--- config.mk ---
export PLATFORM = sky130hd
export DESIGN_NAME = sbus_ctrl_core
export DESIGN_NICKNAME = d
export VERILOG_FILES = /design/src/rtl/sbus_pkg.sv /design/src/rtl/sbus_seq.sv /design/src/rtl/sbus_memif.sv /design/src/rtl/sbus_dpath.sv /design/src/rtl/sbus_ctrl_core.sv
export SDC_FILE = /design/constraint.sdc
export NUM_CORES = 1
export LEC_CHECK = 0
export BUFFER_PORTS_ARGS = -buffer_cell sky130_fd_sc_hd__buf_2
export CORE_ASPECT_RATIO = 0.5
export CORE_MARGIN = 1
export CORE_UTILIZATION = 50
export DETAILED_ROUTE_END_ITERATION = 16
export PLACE_DENSITY = 0.68
export SLEW_MARGIN = 20
export SYNTH_ARGS = -nofsm -noshare
export SYNTH_HDL_FRONTEND = slang
export SYNTH_SLANG_ARGS = --single-unit
--- constraint.sdc ---
create_clock -name clk -period 3.35 [get_ports clk]
set_input_delay 0.1675 -clock clk [delete_from_list [all_inputs] [get_ports clk]]
set_output_delay 0.1675 -clock clk [all_outputs]
set_load 0.02 [all_outputs]
--- src/rtl/sbus_pkg.sv ---
package sbus_pkg;
  localparam int NGPR  = 4;
  localparam int OP_W  = 2;
  localparam int RSEL_W = 2;
  localparam int OFS_W = 8;

  typedef enum logic [OP_W-1:0] {
    OP_ADDM  = 2'b00,
    OP_LOAD  = 2'b01,
    OP_STORE = 2'b10,
    OP_JUMP  = 2'b11
  } op_e;

  typedef struct packed {
    logic [NGPR-1:0] gpr_out;
    logic [NGPR-1:0] gpr_in;
    logic pc_out;
    logic pc_in;
    logic ir_in;
    logic ofs_out;
    logic mar_in;
    logic mdr_in;
    logic mdr_out;
    logic y_in;
    logic z_in;
    logic z_out;
    logic use_four;
    logic rd_go;
    logic wr_go;
    logic wait_done;
    logic fin;
  } ctl_t;
endpackage

--- src/rtl/sbus_seq.sv ---
module sbus_seq
  import sbus_pkg::*;
#(
  parameter int STEP_W = 3
) (
  input  logic              clk,
  input  logic              rst_n,
  input  logic [OP_W-1:0]   op,
  input  logic [RSEL_W-1:0] ra,
  input  logic [RSEL_W-1:0] rb,
  input  logic              mem_done,
  output ctl_t              ctl
);
  logic [STEP_W-1:0] step_q, step_d;
  logic              hold;

  function automatic logic [NGPR-1:0] pick(input logic [RSEL_W-1:0] idx);
    return NGPR'(1) << idx;
  endfunction

  always_comb begin
    ctl = '0;
    case (step_q)
      STEP_W'(0): begin
        ctl.pc_out = 1'b1; ctl.mar_in = 1'b1; ctl.rd_go = 1'b1;
        ctl.use_four = 1'b1; ctl.z_in = 1'b1;
      end
      STEP_W'(1): begin
        ctl.z_out = 1'b1; ctl.pc_in = 1'b1; ctl.y_in = 1'b1; ctl.wait_done = 1'b1;
      end
      STEP_W'(2): begin
        ctl.mdr_out = 1'b1; ctl.ir_in = 1'b1;
      end
      default: begin
        case (op_e'(op))
          OP_ADDM: case (step_q)
            STEP_W'(3): begin ctl.gpr_out = pick(ra); ctl.mar_in = 1'b1; ctl.rd_go = 1'b1; end
            STEP_W'(4): begin ctl.gpr_out = pick(rb); ctl.y_in = 1'b1; ctl.wait_done = 1'b1; end
            STEP_W'(5): begin ctl.mdr_out = 1'b1; ctl.z_in = 1'b1; end
            default:    begin ctl.z_out = 1'b1; ctl.gpr_in = pick(rb); ctl.fin = 1'b1; end
          endcase
          OP_LOAD: case (step_q)
            STEP_W'(3): begin ctl.gpr_out = pick(ra); ctl.mar_in = 1'b1; ctl.rd_go = 1'b1; end
            STEP_W'(4): ctl.wait_done = 1'b1;
            default:    begin ctl.mdr_out = 1'b1; ctl.gpr_in = pick(rb); ctl.fin = 1'b1; end
          endcase
          OP_STORE: case (step_q)
            STEP_W'(3): begin ctl.gpr_out = pick(ra); ctl.mar_in = 1'b1; end
            STEP_W'(4): begin ctl.gpr_out = pick(rb); ctl.mdr_in = 1'b1; ctl.wr_go = 1'b1; end
            default:    begin ctl.wait_done = 1'b1; ctl.fin = 1'b1; end
          endcase
          default: case (step_q)
            STEP_W'(3): begin ctl.ofs_out = 1'b1; ctl.z_in = 1'b1; end
            default:    begin ctl.z_out = 1'b1; ctl.pc_in = 1'b1; ctl.fin = 1'b1; end
          endcase
        endcase
      end
    endcase
  end

  assign hold = ctl.wait_done & ~mem_done;

  always_comb begin
    if (hold)         step_d = step_q;
    else if (ctl.fin) step_d = '0;
    else              step_d = step_q + STEP_W'(1);
  end

  always_ff @(posedge clk or negedge rst_n) begin
    if (!rst_n) step_q <= '0;
    else        step_q <= step_d;
  end

  assert_stall_freezes_R4: assert property (@(posedge clk) disable iff (!rst_n)
    (ctl.wait_done && !mem_done) |=> $stable(step_q));

  assert_end_goes_fetch_R9: assert property (@(posedge clk) disable iff (!rst_n)
    (ctl.fin && !(ctl.wait_done && !mem_done)) |=> (step_q == '0));
endmodule

--- src/rtl/sbus_memif.sv ---
module sbus_memif (
  input  logic clk,
  input  logic rst_n,
  input  logic rd_go,
  input  logic wr_go,
  input  logic mem_done,
  output logic mem_rd,
  output logic mem_wr
);
  logic pend_q, pend_d, dir_q, dir_d;

  always_comb begin
    pend_d = pend_q;
    dir_d  = dir_q;
    if (mem_done) begin
      pend_d = 1'b0;
    end else if (rd_go || wr_go) begin
      pend_d = 1'b1;
      dir_d  = wr_go;
    end
  end

  always_ff @(posedge clk or negedge rst_n) begin
    if (!rst_n) begin
      pend_q <= 1'b0;
      dir_q  <= 1'b0;
    end else begin
      pend_q <= pend_d;
      dir_q  <= dir_d;
    end
  end

  assign mem_rd = pend_q & ~dir_q;
  assign mem_wr = pend_q & dir_q;

  assert_rd_held_R4: assert property (@(posedge clk) disable iff (!rst_n)
    (mem_rd && !mem_done) |=> mem_rd);
  assert_wr_held_R4: assert property (@(posedge clk) disable iff (!rst_n)
    (mem_wr && !mem_done) |=> mem_wr);
  assert_done_drops_req_R4: assert property (@(posedge clk) disable iff (!rst_n)
    mem_done |=> !(mem_rd || mem_wr));
  assert_done_only_pending_R4: assert property (@(posedge clk) disable iff (!rst_n)
    mem_done |-> (mem_rd || mem_wr));
endmodule

--- src/rtl/sbus_dpath.sv ---
module sbus_dpath
  import sbus_pkg::*;
#(
  parameter int DW = 16
) (
  input  logic          clk,
  input  logic          rst_n,
  input  ctl_t          ctl,
  input  logic          mem_done,
  input  logic          rd_pend,
  input  logic          req_busy,
  input  logic [DW-1:0] mem_rdata,
  output logic [DW-1:0] ir_q,
  output logic [DW-1:0] mar_q,
  output logic [DW-1:0] mdr_q
);
  logic [DW-1:0] pc_q, pc_d, y_q, z_q, bus, alu_a, alu_sum, ofs_ext;
  logic [DW-1:0] gpr_q [NGPR];
  logic [DW-1:0] gpr_d [NGPR];

  assign ofs_ext = {{(DW-OFS_W){ir_q[OFS_W-1]}}, ir_q[OFS_W-1:0]};

  always_comb begin
    bus = '0;
    if (ctl.pc_out)  bus = bus | pc_q;
    if (ctl.mdr_out) bus = bus | mdr_q;
    if (ctl.z_out)   bus = bus | z_q;
    if (ctl.ofs_out) bus = bus | ofs_ext;
    for (int i = 0; i < NGPR; i++)
      if (ctl.gpr_out[i]) bus = bus | gpr_q[i];
  end

  assign alu_a   = ctl.use_four ? DW'(4) : y_q;
  assign alu_sum = alu_a + bus;

  always_comb begin
    pc_d = ctl.pc_in ? bus : pc_q;
    for (int i = 0; i < NGPR; i++)
      gpr_d[i] = ctl.gpr_in[i] ? bus : gpr_q[i];
  end

  always_ff @(posedge clk or negedge rst_n) begin
    if (!rst_n) begin
      pc_q <= '0;
      for (int i = 0; i < NGPR; i++) gpr_q[i] <= '0;
    end else begin
      pc_q <= pc_d;
      for (int i = 0; i < NGPR; i++) gpr_q[i] <= gpr_d[i];
    end
  end

  always_ff @(posedge clk) begin
    if (ctl.ir_in)  ir_q  <= bus;
    if (ctl.mar_in) mar_q <= bus;
    if (ctl.y_in)   y_q   <= bus;
    if (ctl.z_in)   z_q   <= alu_sum;
    if (mem_done && rd_pend) mdr_q <= mem_rdata;
    else if (ctl.mdr_in)     mdr_q <= bus;
  end

  assert_one_driver_R2: assert property (@(posedge clk) disable iff (!rst_n)
    $onehot0({ctl.gpr_out, ctl.pc_out, ctl.mdr_out, ctl.z_out, ctl.ofs_out}));
  assert_mdr_capture_R4: assert property (@(posedge clk) disable iff (!rst_n)
    (mem_done && rd_pend) |=> (mdr_q == $past(mem_rdata)));
  assert_addr_steady_R4: assert property (@(posedge clk) disable iff (!rst_n)
    (req_busy && !mem_done) |=> $stable(mar_q));
endmodule

--- src/rtl/sbus_ctrl_core.sv ---
module sbus_ctrl_core
  import sbus_pkg::*;
#(
  parameter int DW = 16
) (
  input  logic          clk,
  input  logic          rst_n,
  output logic          mem_rd,
  output logic          mem_wr,
  output logic [DW-1:0] mem_addr,
  output logic [DW-1:0] mem_wdata,
  input  logic          mem_done,
  input  logic [DW-1:0] mem_rdata
);
  localparam int OP_LSB = DW - OP_W;
  localparam int RA_LSB = OP_LSB - RSEL_W;
  localparam int RB_LSB = RA_LSB - RSEL_W;

  logic [1:0]    sync_q;
  logic          core_rst_n;
  ctl_t          ctl;
  logic [DW-1:0] ir_q;

  always_ff @(posedge clk or negedge rst_n) begin
    if (!rst_n) sync_q <= '0;
    else        sync_q <= {sync_q[0], 1'b1};
  end
  assign core_rst_n = sync_q[1];

  sbus_seq #(.STEP_W(3)) u_seq (
    .clk      (clk),
    .rst_n    (core_rst_n),
    .op       (ir_q[OP_LSB +: OP_W]),
    .ra       (ir_q[RA_LSB +: RSEL_W]),
    .rb       (ir_q[RB_LSB +: RSEL_W]),
    .mem_done (mem_done),
    .ctl      (ctl)
  );

  sbus_memif u_memif (
    .clk      (clk),
    .rst_n    (core_rst_n),
    .rd_go    (ctl.rd_go),
    .wr_go    (ctl.wr_go),
    .mem_done (mem_done),
    .mem_rd   (mem_rd),
    .mem_wr   (mem_wr)
  );

  sbus_dpath #(.DW(DW)) u_dpath (
    .clk       (clk),
    .rst_n     (core_rst_n),
    .ctl       (ctl),
    .mem_done  (mem_done),
    .rd_pend   (mem_rd),
    .req_busy  (mem_rd | mem_wr),
    .mem_rdata (mem_rdata),
    .ir_q      (ir_q),
    .mar_q     (mem_addr),
    .mdr_q     (mem_wdata)
  );
endmodule

* After elaboration in Yosys (flattened, before gate mapping)
Index checks and enable logic that the tools add are counted.
** Storage, ports and cells
- Bits in registers :: 167
- Output and inout bits :: 34
** Operators by class
- Add/sub/neg operators :: 2
- Eq/ne operators :: 7
- Shift-type cells :: 2
- Multiplexer cells :: 51
- Bitwise operators :: 12
- Reduce and logical (&&, ||, !) cells :: 17
** Operators by type and width (number)
- 2-to-1 mux 16 bit :: 11
- bitwise OR 16 bit :: 7
- one-hot mux 4 bit (2 select lines) :: 3
- one-hot mux 1 bit (2 select lines) :: 10
- 2-to-1 mux 1 bit :: 19
- adder 16 bit :: 1
- OR reduction 2 bit :: 7
- 2-to-1 mux 4 bit :: 3
- OR reduction 3 bit :: 3
- 2-to-1 mux 8 bit :: 1
- left shift 1 x 2 -> 4 bit, first input constant :: 2
- == test 3 x 2 -> 1 bit, second input constant :: 2
- == test 3 bit, second input constant :: 2
- one-hot mux 2 bit (2 select lines) :: 1
- nonzero test 2 bit :: 2
- adder 3 x 1 -> 3 bit, second input constant :: 1
- bitwise AND 1 bit :: 3
- == test 3 x 1 -> 1 bit, second input constant :: 1
- logical NOT 3 bit :: 1
- 2-to-1 mux 3 bit :: 1
- one-hot mux 1 bit (3 select lines) :: 1
- == test 2 x 1 -> 1 bit, second input constant :: 1
- == test 2 bit, second input constant :: 1
- logical NOT 2 bit :: 1
- 5 further kinds :: 6

* Longest topological paths before layout
- Word-level depth :: 20
- Depth in mapped cells :: 19
- Gate-level depth less buffers :: 17

* By module
A second synthesis with hierarchy kept.
** Unflattened totals
- Cells, all modules :: 729
- Area, all modules :: 7928.9 um2
** Modules (own cells, without submodules)
- sbus_dpath :: times used 1, cells an instance 625, area an instance 7104.3 um2, seq. area each 4404.2 um2
- sbus_seq :: times used 1, cells an instance 91, area an instance 674.4 um2, seq. area each 75.1 um2
- sbus_memif :: times used 1, cells an instance 9, area an instance 90.1 um2, seq. area each 50.0 um2
- sbus_ctrl_core :: times used 1, cells an instance 4, area an instance 60.1 um2, seq. area each 50.0 um2

* Worst setup path after synthesis
OpenSTA, ideal clock, no wires.
- Path kind :: register -> register
- From :: register u_seq.step_q[0]
- To :: register u_dpath.z_q[14] (data pin)
- Setup time :: 0.258 ns
- Arrival time :: 4.143 ns
- Data required time :: 3.092 ns
- Slack :: -1.051 ns
- Cell stages (with the launch flop) :: 19
- Path through :: dfrtp_1 inv_1 ha_1 or3_1 buf_2 a21oi_4 a21oi_1 clkbuf_1 nand2_1 nand4_1 ha_1 fa_1 a21o_1 a21oi_1 o21ai_0 a2111oi_0 o31ai_1 a21oi_1 xnor2_1
** On the way
- Cells in the longest elaborated chain, start to end :: 19
- Elaborated cells on any way between the ends :: 44
- Classes of those cells :: 1 x add/sub; 5 x eq/ne; 25 x mux; 7 x bitwise; 6 x reduce/logical
** RTL lines
- start, declared :: RTL line sbus_seq.sv:14 : logic [STEP_W-1:0] step_q, step_d;
- start signal, assigned :: RTL line sbus_seq.sv:71 : else step_q <= step_d;
- == test 3 bit / == test 3 x 2 -> 1 bit (equally long branches) :: RTL line sbus_seq.sv:36, sbus_seq.sv:42, sbus_seq.sv:47
- OR reduction 2 bit (no line)
- 2-to-1 mux 1 bit :: RTL line sbus_seq.sv:42 : OP_LOAD: case (step_q)
- one-hot mux 1 bit (2 select lines) :: RTL line sbus_seq.sv:35 : case (op_e'(op))
- one-hot mux 1 bit (2 select lines) :: RTL line sbus_seq.sv:23 : case (step_q)
- 2-to-1 mux 16 bit :: RTL line sbus_dpath.sv:26 : if (ctl.mdr_out) bus = bus | mdr_q;
- bitwise OR 16 bit :: RTL line sbus_dpath.sv:27 : if (ctl.z_out) bus = bus | z_q;
- 2-to-1 mux 16 bit :: RTL line sbus_dpath.sv:27
- [... 5 more ...]
- 2-to-1 mux 16 bit :: RTL line sbus_dpath.sv:30 : if (ctl.gpr_out[i]) bus = bus | gpr_q[i];
- bitwise OR 16 bit :: RTL line sbus_dpath.sv:30
- 2-to-1 mux 16 bit :: RTL line sbus_dpath.sv:30
- bitwise OR 16 bit :: RTL line sbus_dpath.sv:30
- 2-to-1 mux 16 bit * :: RTL line sbus_dpath.sv:30
- via u_dpath.bus[0] :: RTL line sbus_dpath.sv:17 : logic [DW-1:0] pc_q, pc_d, y_q, z_q, bus, alu_a, alu_sum, ofs_ext;
- adder 16 bit * :: RTL line sbus_dpath.sv:34 : assign alu_sum = alu_a + bus;
- via u_dpath.alu_sum[14] :: RTL line sbus_dpath.sv:17
- end signal, assigned :: RTL line sbus_dpath.sv:56 : if (ctl.z_in) z_q <= alu_sum;
- end, declared :: RTL line sbus_dpath.sv:17
Mark *: on every way through the listed nets, which the timed path passes. The rest lies on a longest branch.
A chain may end at the register's enable or synchronous reset.

* Worst setup path after layout
Ends and elaborated chain as after synthesis.

==> reports/qor.csv <==
metric,value,unit
outcome,"finished, violations left",
failing checks,negative setup slack,
antenna-violating nets left,0,
Vias,5788,
layout cells sized above 1,0.4974,
core area,14700,um^2
final WL,21560,um
Synthesis Warnings,0,
antenna violations before repair,0,
Slew HR,0.4823,
Fillers,1029,
Cell Rows,31,
CTS H-tree lvls,4,
Clock transition at path regs,0.07,ns
Post-DP Area,9065,um^2
Setup WS post-layout,-0.7658,ns
CTS tree,yes,
unique cell type count in the Yosys netlist,55,
total CTS buffers,17,
Die X,177.1,um
Post-Route Setup TNS,-6.209,ns
critical path required time,3.53,ns
type of origin of the critical path,register,
max-cap viol count,0,
Crit. End Element,register,
FMAX,243.0,MHz
Final Slew Violations,0,
gpl congestion,0.8973,
Worst Path Max Fanout,8,
I/O pins,53,
post-synthesis sequential area ratio,0.5893,
"Hold Vio Cnt, Final",0,
worst hold path class,input port to register,
post-layout min period,4.116,ns
area grow syn2layout,33.25,%
Syn Nets,613,
top_reg_cell synth,dfrtp_1,
DRC,0,
number of synthesized register bits,165,
# diodes,0,
clock latency on the worst-skew pair,0.43,ns
CTS root buf,clkbuf_16,
Layout Skew,0.01467,ns
# nets final,807,
WS Path Type,register to register,
first-pass GRT wire length,32240,um
1st-iter DRT viols,435,
gr ovfl total,0,
number of global-route vias before repair,5621,
pin count of the biggest net entering global routing,57,
Die ar.,15870,um^2
Least-Margin Pin Slew,0.7766,ns
Die Span Y,89.57,um
Clock Path Buffers,2,
CTS Sinks,165,
Setup-failing EPs final,12,
DP Worst Slack,-0.6657,ns
Syn Inst Count,569,
Detail Placement HPWL,14080,um
share of the synthesized area in the top cell type,0.3054,
critical path arrival,4.30,ns
"FFs w/ async S/R, synth",0.5273,
Vias/cell,5.943,
WL per Instance,22.14,um
total track usage,0.2807,
RSZ-0062 raised after global routing,true,
top area cells in the synthesized netlist,"edfxtp_1, dfrtp_1, mux2_2",
final instance area,10220,um^2
Post-synth EDFFs,78,
drt first pass iters,8,
largest area contributor in the netlist,edfxtp_1,
PortBufs,52,
Post-Syn Area,7669,um^2
period utilization,1.229,
Initial Utilization,0.5217,
Syn Area/Cell,13.48,um^2
-- critical path, stage by stage (launching register included) --
cell and delay, ns:
dfrtp_1 0.41, inv_2 0.09, ha_4 0.19, mux2_4 0.28
a21oi_4 0.23, or2_4 0.20, nor2_4 0.05, buf_12 0.13
a222oi_1 0.22, nand4_1 0.21, ha_2 0.27, fa_2 0.36
a21o_1 0.18, a21oi_2 0.24, o21ai_2 0.11, a2111oi_4 0.34
o31ai_1 0.13, a21oi_1 0.16, xnor2_1 0.07
-- metal layers --
| metal | GRT usage | share of wire | routed length [um] |
|---|---|---|---|
| met3 | 0.05892 | 0.066 | 1417 |
| met5 | 0 | 0 | 0 |
| met1 | 0.4072 | 0.47 | 10220 |
| met4 | 0.06975 | 0.015 | 333 |
| met2 | 0.4350 | 0.44 | 9590 |
-- registers in the layout (all words and copies together) (netlist names) --
name	cells
u_dpath.gpr_q	64
u_dpath.mar_q	16
u_dpath.mdr_q	16
u_dpath.pc_q	16
u_dpath.y_q	16
u_dpath.z_q	16
u_dpath.ir_q	14
u_seq.step_q	3
sync_q	2
u_memif.dir_q	1
u_memif.pend_q	1
-- synthesized netlist by cell type (4+ instances only) --
cell type	number
mux2_2	89
dfrtp_1	87
edfxtp_1	78
nand2_1	30
a21oi_1	24
ha_1	24
a222oi_1	22
nand3_1	20
nor2b_1	20
inv_1	17
clkbuf_1	15
o21ai_0	14
nor2_1	13
a221oi_1	9
a22oi_1	9
nand4_1	8
xnor2_1	8
a21o_1	6
buf_2	6
o21bai_1	5
xor2_1	5
a31oi_1	4
nor3_1	4
or3_1	4
-- worst paths after layout --
check | slack, ns | to | startpoint | depth (start not counted)
min in group asynchronous | 0.04 | sync_q[1] | rst_n | 2
hold / removal | 0.03 | u_dpath.mdr_q[9] | mem_rdata[9] | 2
setup reg to reg | -0.77 | u_dpath.z_q[14] | u_seq.step_q[0] | 18
hold reg to reg | 0.36 | sync_q[1] | sync_q[0] | 0
max in group asynchronous | 2.19 | u_dpath.pc_q[5] | sync_q[1] | 1
setup / recovery | -0.77 | u_dpath.z_q[14] | u_seq.step_q[0] | 18
-- logic make-up after synthesis --
logic type	Yosys count	synth area share
xor gates and xnor gates	13	0.01485
adders and majority gates	25	0.04177
buffers and inverters	41	0.02105
DFF	165	0.5893
muxes	92	0.1351
and+or+nand+nor	121	0.08582
AOI/OAI and AO/OA	111	0.1116
other	1	0.0004890
-- metrics by stage --
| step | util | hold slack [ns] | instances |
|---|---|---|---|
| 3_3_place_gp | 0.6166 | -0.04760 | 908 |
| 6_report | 0.6951 | 0.03266 | 974 |
| 2_1_floorplan | - | -0.1281 | 569 |
| 5_1_grt | 0.6951 | 0.02312 | 974 |
| 4_1_cts | 0.6794 | 0.02853 | 967 |
| 3_5_place_dp | 0.6166 | -0.04591 | 908 |
-- placed cells by master, fill, tap and decap left out, types with 15 or more instances in the layout --
| master | n |
|---|---|
| buf_4 | 132 |
| a21oi_1 | 15 |
| a222oi_1 | 22 |
| nand3_1 | 18 |
| buf_2 | 52 |
| edfxtp_1 | 78 |
| nor2b_1 | 17 |
| nand2_1 | 28 |
| dfrtp_1 | 85 |
| mux2_2 | 88 |
| clkbuf_16 | 17 |
-- timing repair --
action,CTS,global route
buffers inserted,25,13
cloned,0,0
setup endpoints to repair,12,21
pin swaps,12,26
hold buffers,2,0
endpoints found under the hold margin,4,0
resized for setup,17,35
-- layout make-up --
cell class                 instances  area [um^2]  area share
inverter                          19        72.57    0.007102
clock buffer                      18        429.2     0.04200
tap                              198        247.7     0.02424
multi-input combinational        363         3327      0.3256
clock inverter                    14        196.4     0.01922
timing repair buffer             197         1421      0.1391
sequential                       165         4524      0.4428
Power is left out: the tool's default activity adds up to more than one toggle a clock period on the data nets, which glitch-free logic cannot reach.
